<file path="config.mk">
export PLATFORM = sky130hd
export DESIGN_NAME = byte_alias_regfile
export DESIGN_NICKNAME = d
export VERILOG_FILES = /design/src/rtl/arf_write_dec.sv /design/src/rtl/arf_cell.sv /design/src/rtl/arf_read_port.sv /design/src/rtl/arf_seg_file.sv /design/src/rtl/byte_alias_regfile.sv
export SDC_FILE = /design/constraint.sdc
export NUM_CORES = 1
export LEC_CHECK = 0
export ABC_AREA = 1
export BUFFER_PORTS_ARGS = -buffer_cell sky130_fd_sc_hd__buf_2
export CAP_MARGIN = 20
export CORE_MARGIN = 2
export CORE_UTILIZATION = 55
export CTS_CLUSTER_SIZE = 40
export DETAILED_ROUTE_END_ITERATION = 12
export GPL_TIMING_DRIVEN = 1
export PLACE_DENSITY = 0.74
export SLEW_MARGIN = 20
export SYNTH_ARGS = -nofsm -noshare
export SYNTH_HDL_FRONTEND = slang
export SYNTH_HIERARCHICAL = 1
export SYNTH_SLANG_ARGS = --single-unit
</file>
<file path="constraint.sdc">
create_clock -name clk -period 1.8 [get_ports clk]
set_input_delay 0.18 -clock clk [delete_from_list [all_inputs] [get_ports clk]]
set_output_delay 0.18 -clock clk [all_outputs]
set_load 0.01 [all_outputs]
</file>
<file path="src/rtl/arf_write_dec.sv">
module arf_write_dec #(
   parameter int GPR_COUNT   = 8,
   parameter int ALIAS_COUNT = 4,
   localparam int GPR_SEL_W   = $clog2(GPR_COUNT),
   localparam int ALIAS_SEL_W = $clog2(ALIAS_COUNT)
) (
   input  logic                 clk,
   input  logic                 rst,
   input  logic                 w_en,
   input  logic [GPR_SEL_W-1:0] w_code,
   input  logic                 w_byte,
   output logic [GPR_COUNT-1:0] we_lo,
   output logic [GPR_COUNT-1:0] we_hi
);

   generate
      if (GPR_COUNT != 2 * ALIAS_COUNT) begin : g_bad_ratio
         $error("arf_write_dec: GPR_COUNT must be twice ALIAS_COUNT");
      end
      if (ALIAS_COUNT < 2 || (1 << ALIAS_SEL_W) != ALIAS_COUNT) begin : g_bad_alias
         $error("arf_write_dec: ALIAS_COUNT must be a power of two, at least 2");
      end
   endgenerate

   logic                   half_up;
   logic [ALIAS_SEL_W-1:0] byte_lane;

   assign half_up   = w_code[ALIAS_SEL_W];
   assign byte_lane = w_code[ALIAS_SEL_W-1:0];

   always_comb begin
      we_lo = '0;
      we_hi = '0;
      if (w_en) begin
         if (w_byte) begin
            if (half_up) we_hi[byte_lane] = 1'b1;
            else         we_lo[byte_lane] = 1'b1;
         end else begin
            we_lo[w_code] = 1'b1;
            we_hi[w_code] = 1'b1;
         end
      end
   end

   // a byte write enables exactly one half of one lane
   p_one_half_r3: assert property (@(posedge clk) disable iff (rst)
      (w_en && w_byte) |-> ($countones({we_hi, we_lo}) == 1))
      else $error("p_one_half_r3");

   // no enable, no lane strobe
   p_quiet_r9: assert property (@(posedge clk) disable iff (rst)
      !w_en |-> (we_lo == '0 && we_hi == '0))
      else $error("p_quiet_r9");

endmodule

</file>
<file path="src/rtl/arf_cell.sv">
module arf_cell #(
   parameter int  DATA_W  = 16,
   parameter bit  ALIASED = 1'b1,
   localparam int HALF_W  = DATA_W / 2
) (
   input  logic              clk,
   input  logic              rst,
   input  logic              we_lo,
   input  logic              we_hi,
   input  logic [HALF_W-1:0] d_lo,
   input  logic [HALF_W-1:0] d_hi,
   output logic [DATA_W-1:0] q
);

   generate
      if (DATA_W % 2 != 0) begin : g_bad_width
         $error("arf_cell: DATA_W must be even");
      end

      if (ALIASED) begin : g_split
         logic [HALF_W-1:0] lo_q, hi_q;

         always_ff @(posedge clk) begin
            if (rst)        lo_q <= '0;
            else if (we_lo) lo_q <= d_lo;
         end

         always_ff @(posedge clk) begin
            if (rst)        hi_q <= '0;
            else if (we_hi) hi_q <= d_hi;
         end

         assign q = {hi_q, lo_q};

         // a lower-half write keeps the upper half
         p_hi_kept_r4: assert property (@(posedge clk) disable iff (rst)
            (we_lo && !we_hi) |=> $stable(q[DATA_W-1:HALF_W]))
            else $error("p_hi_kept_r4");

         // an upper-half write keeps the lower half
         p_lo_kept_r4: assert property (@(posedge clk) disable iff (rst)
            (we_hi && !we_lo) |=> $stable(q[HALF_W-1:0]))
            else $error("p_lo_kept_r4");
      end else begin : g_whole
         logic [DATA_W-1:0] w_q;

         always_ff @(posedge clk) begin
            if (rst)                 w_q <= '0;
            else if (we_lo && we_hi) w_q <= {d_hi, d_lo};
         end

         assign q = w_q;
      end
   endgenerate

endmodule

</file>
<file path="src/rtl/arf_read_port.sv">
module arf_read_port #(
   parameter int  DATA_W      = 16,
   parameter int  GPR_COUNT   = 8,
   parameter int  ALIAS_COUNT = 4,
   localparam int HALF_W      = DATA_W / 2,
   localparam int GPR_SEL_W   = $clog2(GPR_COUNT),
   localparam int ALIAS_SEL_W = $clog2(ALIAS_COUNT)
) (
   input  logic [GPR_COUNT-1:0][DATA_W-1:0] regs,
   input  logic [GPR_SEL_W-1:0]             code,
   input  logic                             is_byte,
   output logic [DATA_W-1:0]                data
);

   logic [DATA_W-1:0]      lane_word;
   logic [HALF_W-1:0]      lane_half;
   logic [ALIAS_SEL_W-1:0] lane_idx;
   logic                   upper;

   assign lane_idx  = code[ALIAS_SEL_W-1:0];
   assign upper     = code[ALIAS_SEL_W];
   assign lane_word = regs[lane_idx];
   assign lane_half = upper ? lane_word[DATA_W-1:HALF_W] : lane_word[HALF_W-1:0];

   always_comb begin
      if (is_byte) data = {{(DATA_W-HALF_W){1'b0}}, lane_half};
      else         data = regs[code];
   end

endmodule

</file>
<file path="src/rtl/arf_seg_file.sv">
module arf_seg_file #(
   parameter int  DATA_W    = 16,
   parameter int  SEG_COUNT = 4,
   localparam int SEG_SEL_W = $clog2(SEG_COUNT)
) (
   input  logic                 clk,
   input  logic                 rst,
   input  logic                 wr_en,
   input  logic [SEG_SEL_W-1:0] wr_sel,
   input  logic [DATA_W-1:0]    wr_data,
   input  logic [SEG_SEL_W-1:0] rd_sel,
   output logic [DATA_W-1:0]    rd_data
);

   generate
      if (SEG_COUNT < 2 || (1 << SEG_SEL_W) != SEG_COUNT) begin : g_bad_seg
         $error("arf_seg_file: SEG_COUNT must be a power of two, at least 2");
      end
   endgenerate

   logic [SEG_COUNT-1:0][DATA_W-1:0] seg_q;

   for (genvar s = 0; s < SEG_COUNT; s++) begin : g_seg
      always_ff @(posedge clk) begin
         if (rst)                                       seg_q[s] <= '0;
         else if (wr_en && wr_sel == SEG_SEL_W'(s))     seg_q[s] <= wr_data;
      end
   end

   assign rd_data = seg_q[rd_sel];

   // a segment write lands in the chosen slot
   p_seg_lands_r8: assert property (@(posedge clk) disable iff (rst)
      wr_en |=> (seg_q[$past(wr_sel)] == $past(wr_data)))
      else $error("p_seg_lands_r8");

   // no segment write, no segment change
   p_seg_hold_r8: assert property (@(posedge clk) disable iff (rst)
      !wr_en |=> $stable(seg_q))
      else $error("p_seg_hold_r8");

endmodule

</file>
<file path="src/rtl/byte_alias_regfile.sv">
module byte_alias_regfile #(
   parameter int  DATA_W      = 16,
   parameter int  GPR_COUNT   = 8,
   parameter int  ALIAS_COUNT = 4,
   parameter int  SEG_COUNT   = 4,
   localparam int HALF_W      = DATA_W / 2,
   localparam int GPR_SEL_W   = $clog2(GPR_COUNT),
   localparam int SEG_SEL_W   = $clog2(SEG_COUNT)
) (
   input  logic                 clk,
   input  logic                 rst,
   input  logic [GPR_SEL_W-1:0] a_code,
   input  logic                 a_byte,
   output logic [DATA_W-1:0]    a_data,
   input  logic [GPR_SEL_W-1:0] b_code,
   input  logic                 b_byte,
   output logic [DATA_W-1:0]    b_data,
   input  logic                 w_en,
   input  logic [GPR_SEL_W-1:0] w_code,
   input  logic                 w_byte,
   input  logic [DATA_W-1:0]    w_data,
   input  logic [SEG_SEL_W-1:0] sg_rd_sel,
   output logic [DATA_W-1:0]    sg_rd_data,
   input  logic                 sg_wr_en,
   input  logic [SEG_SEL_W-1:0] sg_wr_sel,
   input  logic [DATA_W-1:0]    sg_wr_data
);

   logic [GPR_COUNT-1:0]             we_lo, we_hi;
   logic [GPR_COUNT-1:0][DATA_W-1:0] gpr_q;
   logic [HALF_W-1:0]                d_lo, d_hi;

   // a byte write always sources the low byte of the write data
   assign d_lo = w_data[HALF_W-1:0];
   assign d_hi = w_byte ? w_data[HALF_W-1:0] : w_data[DATA_W-1:HALF_W];

   arf_write_dec #(
      .GPR_COUNT   (GPR_COUNT),
      .ALIAS_COUNT (ALIAS_COUNT)
   ) i_dec (
      .clk    (clk),
      .rst    (rst),
      .w_en   (w_en),
      .w_code (w_code),
      .w_byte (w_byte),
      .we_lo  (we_lo),
      .we_hi  (we_hi)
   );

   for (genvar g = 0; g < GPR_COUNT; g++) begin : g_gpr
      arf_cell #(
         .DATA_W  (DATA_W),
         .ALIASED (g < ALIAS_COUNT)
      ) i_cell (
         .clk   (clk),
         .rst   (rst),
         .we_lo (we_lo[g]),
         .we_hi (we_hi[g]),
         .d_lo  (d_lo),
         .d_hi  (d_hi),
         .q     (gpr_q[g])
      );
   end

   arf_read_port #(
      .DATA_W      (DATA_W),
      .GPR_COUNT   (GPR_COUNT),
      .ALIAS_COUNT (ALIAS_COUNT)
   ) i_rd_a (
      .regs    (gpr_q),
      .code    (a_code),
      .is_byte (a_byte),
      .data    (a_data)
   );

   arf_read_port #(
      .DATA_W      (DATA_W),
      .GPR_COUNT   (GPR_COUNT),
      .ALIAS_COUNT (ALIAS_COUNT)
   ) i_rd_b (
      .regs    (gpr_q),
      .code    (b_code),
      .is_byte (b_byte),
      .data    (b_data)
   );

   arf_seg_file #(
      .DATA_W    (DATA_W),
      .SEG_COUNT (SEG_COUNT)
   ) i_seg (
      .clk     (clk),
      .rst     (rst),
      .wr_en   (sg_wr_en),
      .wr_sel  (sg_wr_sel),
      .wr_data (sg_wr_data),
      .rd_sel  (sg_rd_sel),
      .rd_data (sg_rd_data)
   );

   // a word write is visible in full after the edge
   p_word_lands_r2: assert property (@(posedge clk) disable iff (rst)
      (w_en && !w_byte) |=> (gpr_q[$past(w_code)] == $past(w_data)))
      else $error("p_word_lands_r2");

   // operand state holds when the write port is idle
   p_idle_hold_r9: assert property (@(posedge clk) disable iff (rst)
      !w_en |=> $stable(gpr_q))
      else $error("p_idle_hold_r9");

   // byte reads on port A carry a zero upper half
   p_zext_a_r5: assert property (@(posedge clk) disable iff (rst)
      a_byte |-> (a_data[DATA_W-1:HALF_W] == '0))
      else $error("p_zext_a_r5");

   // registers are zero in the cycle after reset
   p_reset_zero_r1: assert property (@(posedge clk)
      $past(rst) |-> (gpr_q == '0))
      else $error("p_reset_zero_r1");

endmodule

</file>
**Word-level counts from Yosys, hierarchy flattened**

Cells that the tools add are included.

- Flip-flop bits (word level): 192
- Bits of input ports: 52
- Word-level logic and storage cells: 64
- Output and inout port bits: 48

- Reductions and logical operators: 11
- Eq/ne operators: 3
- Multiplexer cells: 25
- $lt $le $gt $ge: 9

Operators with widths:

| operator | number |
|---|---|
| $mux 16 | 7 |
| $bmux 16 s2 | 3 |
| $bmux 16 s3 | 2 |
| $mux 8 | 7 |
| $lt 2x4->1 const B | 3 |
| $lt 3x4->1 const B | 3 |
| $logic_and 1x1->1 | 10 |
| $mux 4 | 2 |
| $eq 2x2->1 const B | 2 |
| $demux 1 s3 | 1 |
| $ge 3x1->1 const B | 1 |
| $lt 2x3->1 const B | 1 |
| $demux 1 s2 | 1 |
| $eq 2x1->1 const B | 1 |
| $ge 2x1->1 const B | 1 |
| $logic_not 2->1 | 1 |
| $mux 1 | 2 |

**Longest topological paths before layout**

- Word-level depth: 8
- Depth in mapped cells: 10
- Mapped depth without buffers: 8

**Cells and area by module**

Netlist, hierarchy kept.

By module, submodules not included:

| module | sequential area each (um2) | cells each | area an instance (um2) | times used |
|---|---|---|---|---|
| arf_seg_file | 1281.2 | 504 | 3123.0 | 1 |
| arf_read_port | 0.0 | 344 | 1475.2 | 2 |
| arf_cell (g_gpr[0].i_cell ...) | 320.3 | 102 | 698.2 | 4 |
| arf_cell (g_gpr[4].i_cell ...) | 320.3 | 102 | 665.6 | 4 |
| arf_write_dec | 0.0 | 46 | 211.5 | 1 |
| byte_alias_regfile | 0.0 | 26 | 105.1 | 1 |

**Worst setup path after synthesis**

OpenSTA, ideal clock, no wires.

- Path kind: input -> register
- Start point: input port w_code[0]
- End point: register g_gpr[4].i_cell.g_whole.w_q[10]
- Stages on the path: 9
- Data required time: 1687 ps
- Arrival: 1136 ps
- Setup time: 113 ps
- Setup slack: 551 ps
- Path buffers: 3
- Cells stage by stage: buf_6 > nor2_1 > nand2_1 > nor2_1 > buf_4 > nand2_2 > buf_4 > nor2_1 > nor2_1

- Longest elaborated chain between the ends: 7
- Elaborated cells between the ends (all ways): 10
- Those cells by class: order compare: 2; mux: 6; reduce/logical: 2

RTL lines:

| what | RTL line | text |
|---|---|---|
| start: declaration | byte_alias_regfile.sv:19 | `input logic [GPR_SEL_W-1:0] w_code,` |
| $lt 3x4->1 (implied by the code) / $ge 3x1->1 (equally long branches) | arf_write_dec.sv:40 | `we_hi[w_code] = 1'b1;` |
| $logic_and 1x1->1 (implied by the code) | arf_write_dec.sv:40 |  |
| $mux 1 (implied by the code) | arf_write_dec.sv:40 |  |
| $demux 1 s3 (*) | - |  |
| $mux 8 (*) | arf_write_dec.sv:35 | `if (w_byte) begin` |
| $mux 8 (*) | arf_write_dec.sv:34 | `if (w_en) begin` |
| named net we_hi[4] | byte_alias_regfile.sv:29 | `logic [GPR_COUNT-1:0] we_lo, we_hi;` |
| $logic_and 1x1->1 (*) | arf_cell.sv:49 | `else if (we_lo && we_hi) w_q <= {d_hi, d_lo};` |
| end signal: assignment | arf_cell.sv:49 |  |
| end: declaration | arf_cell.sv:45 | `logic [DATA_W-1:0] w_q;` |

Mark *: on every way through the listed nets, which the timed path passes. The rest lies on a longest branch.
A chain may end at the register's enable or synchronous reset.

**Worst setup path after layout**

- Start point: register g_gpr[0].i_cell.g_split.hi_q[2]
- End point: output port b_data[2]

- Longest elaborated chain between the ends: 4

RTL lines:

| what | RTL line | text |
|---|---|---|
| start: declaration | arf_cell.sv:21 | `logic [HALF_W-1:0] lo_q, hi_q;` |
| start signal: assignment | arf_cell.sv:30 | `else if (we_hi) hi_q <= d_hi;` |
| $bmux 16 s2 | arf_read_port.sv:22 | `assign lane_word = regs[lane_idx];` |
| $mux 16 (implied by the code) | arf_read_port.sv:22 |  |
| $mux 8 | arf_read_port.sv:23 | `assign lane_half = upper ? lane_word[DATA_W-1:HALF_W] : lane_word[HALF_W-1:0];` |
| $mux 16 | arf_read_port.sv:26 | `if (is_byte) data = {{(DATA_W-HALF_W){1'b0}}, lane_half};` |
| end: declaration | byte_alias_regfile.sv:17 | `output logic [DATA_W-1:0] b_data,` |

No other way between the ends. The select of a mux whose other input is x is not followed.

==> metrics.md <==
| Metric | Value |
|---|---|
| H-tree depth | 4 |
| Width of the chip | 151 µm |
| Detailed-placement wirelength estimate | 23700 µm |
| Worst Setup Start Kind | flip-flop |
| First-pass detailed-route iteration total | 5 |
| Avg Inst Size Synth | 5.69 µm² |
| Post-Synthesis Net Count | 2132 |
| Highest Clock Rate | 579 MHz |
| Final #Nets | 2173 |
| Final Skew | 0 ps |
| Fraction of power spent switching nets | 30.0% |
| Post-Route Hold Slack | 15.7 ps |
| Last weighted congestion value of the routability-driven placer | 1.02 |
| Port Buf Inserts | 99 |
| Critical Setup Path Class | reg2out |
| Post-layout power | 10.1 mW |
| Transition at the pin with the smallest max-transition slack | 883 ps |
| Run status | completed |
| Post-Place Setup Slack | 213 ps |
| Worst reg2reg path depth | 4 |
| Sequential share of the synthesized area | 32.4% |
| Hold Crit Class | in2reg |
| Logic pwr share | 16.2% |
| DIE HEIGHT | 151 µm |
| Later-pin clock latency in the skew report | 430 ps |
| Routed length per placed instance | 14.5 µm |
| Finished layout cell area | 0.0129 mm² |
| Flip-flop and latch count after synthesis | 192 |
| Placed inst area | 0.0122 mm² |
| Via count of the first global-routing pass | 10858 |
| Routed Wire Length | 35100 µm |
| Synthesized instance count | 2080 |
| Total global routing track utilization | 30.6% |
| Area contributors post-synth | dfxtp_1 32%, nand2_1 21%, nor2_1 16% |
| Area enclosed by the die boundary | 0.0227 mm² |
| Most frequent cells in the layout | 677 x nand2_1, 515 x nor2_1, 271 x inv_1, 179 x dfxtp_1, 127 x nand3_1 |
| Boundary pin count | 100 |
| CP endpoint kind | output pin |
| GR Overflow Total | 0 |
| Pin count of the biggest net entering global routing | 65 |
| Setup TNS | 0 ps |
| Slew headroom | 41.0% |
| Clock-pin slew reported for the worst setup and hold paths after clock tree synthesis | 80 ps |
| Part of the power in the clock network | 39.8% |
| Share of power burned in registers | 43.9% |
| Internal power component | 7.10 mW |
| Switching Power | 3.05 mW |
| Final worst path period share | 96.0% |
| Area growth, synth to finish | 8.64% |
| Initial core utilization | 56.2% |
| Critical path data required time | 1620 ps |
| Synthesis warning total | 6 |
| Cell taking the most area after synthesis | dfxtp_1 |
| Share of the synthesized area in the top cell type | 32.4% |
| Number of vias after detailed routing | 12304 |
| Leakage | 6.90 nW |
| Root cell of the clock tree | clkbuf_16 |
| DRC Markers | 0 |
| Count of unique library cells instantiated by Yosys | 22 |
| Number of clock sinks seen by CTS | 192 |
| Fraction of layout cells with a size suffix above 1 | 10.9% |
| IR Drop Worst-Case VDD | 0.532 mV |
| Most common cell after layout, fill and taps aside | nand2_1 |
| Max Slew Vio Count | 0 |
| Post-Synthesis Cell Area | 0.0118 mm² |
| Vias per cell | 5.10 |
| Global-route wire length before repair | 54700 µm |
| Hold Path Stages | 3 |
| FILL cells | 2131 |
| Max Fanout on Critical Path | 3 |
| Drt first-iter violations | 977 |
| Number of CTS-inserted buffers | 17 |
| Final Hold Fails | 0 |
| Buffers from clock root to sink, at most | 2 |
| Final min period | 1730 ps |
| Power per cell area | 788 mW/mm² |
| Worst Setup Slack, final | 72.4 ps |
| Endpoints failing setup | 0 |
| Critical Path AT | 1550 ps |
| Number of antenna violations at the first check in global routing | 0 |
| CTS tree | yes |
| Area of the core | 0.0211 mm² |
| Number of max-cap violations | 0 |
| Number of nets still failing antenna checks after routing | 0 |
| Site Rows | 53 |
-- cell type report --
cell class | count | area (µm²) | share of cell area [%]
well taps | 275 | 344 | 2.67
clock buffers | 19 | 453 | 3.52
clock inverters | 13 | 168 | 1.30
inverters | 289 | 1090 | 8.48
diodes | 2 | 5.00 | 0.0389
multi-input cells | 1475 | 6010 | 46.7
repair buffers | 146 | 938 | 7.29
flip-flops and latches | 192 | 3860 | 30.0
-- synthesized netlist by cell type --
| master | number |
|---|---|
| clkbuf_1 | 6 |
| buf_1 | 7 |
| dfxtp_1 | 192 |
| nand2_2 | 20 |
| o21ai_0 | 28 |
| nor3_1 | 1 |
| inv_2 | 14 |
| a21oi_1 | 22 |
| and2_1 | 2 |
| buf_2 | 55 |
| inv_1 | 271 |
| clkinv_1 | 2 |
| nor2_1 | 518 |
| nor2_2 | 1 |
| buf_6 | 30 |
| o211ai_1 | 32 |
| inv_4 | 2 |
| nand2_1 | 678 |
| buf_4 | 18 |
| nand3_1 | 127 |
| buf_8 | 8 |
| o21ai_1 | 46 |
-- critical path: stages (launching register included) --
cell and delay, ps:
dfxtp_1 410, nand2_1 70, nand3_1 90, nand2_1 100, nand2_1 100, nand3_1 80
nand2_1 110, buf_2 150
-- stage by stage --
step                      cells  util, %
after global routing       2409     61.0
after detailed placement   2376     57.9
after floorplan            2080        -
final                      2411     61.0
after CTS                  2409     60.9
after global placement     2376     57.9
-- power groups by stage --
| stage | Sequential [mW] | Combinational, mW | Clock [mW] |
|---|---|---|---|
| after detailed placement | 4.55 | 1.60 | 0 |
| after floorplan | 4.52 | 1.12 | 0 |
| after CTS | 4.45 | 1.61 | 4.10 |
| final | 4.46 | 1.65 | 4.04 |
| after global placement | 4.55 | 1.58 | 0 |
| after global routing | 4.47 | 1.82 | 4.26 |
-- routing by layer --
layer  track usage, %  part of all wire, %  vias to the layer above  wire length (µm)
li1                 -                    -                     6242                 -
met1             39.9                   42                     5478             14800
met2             49.6                   46                      500             16000
met3             6.21                  8.5                       84              2990
met4             12.4                  3.7                        0              1290
met5                0                    0                        -                 0
-- path summary, 6_finish.rpt --
kind,startpoint,endpoint,slack [ps]
worst max register to register,g_gpr[5].i_cell/q[4],g_gpr[5].i_cell/q[4],1090
worst min register to register,i_seg/seg_q[15],i_seg/seg_q[15],490
worst min-delay path,sg_wr_data[14],i_seg/seg_q[46],20
worst max-delay path,g_gpr[0].i_cell/g_split.hi_q[2],b_data[2],70
-- timing repair --
action,in CTS,in global routing
setup buffers,0,0
setup endpoints to repair,0,6
hold endpoints to repair,1,0
gates resized for setup,0,16
hold buffers,1,0
-- sequential cells by signal, indices dropped and copies added (netlist names) --
register	flops
g_gpr.i_cell/q	64
g_gpr.i_cell/g_split.lo_q	32
i_seg/seg_q	64
g_gpr.i_cell/g_split.hi_q	32
-- cells by family after synthesis --
family          after synthesis  share of synthesized area [%]
compound gates              128                           6.08
flops                       192                           32.4
simple gates               1347                           44.5
buf+inv                     413                           16.9
Note: power is estimated with default switching activity, not from simulation.
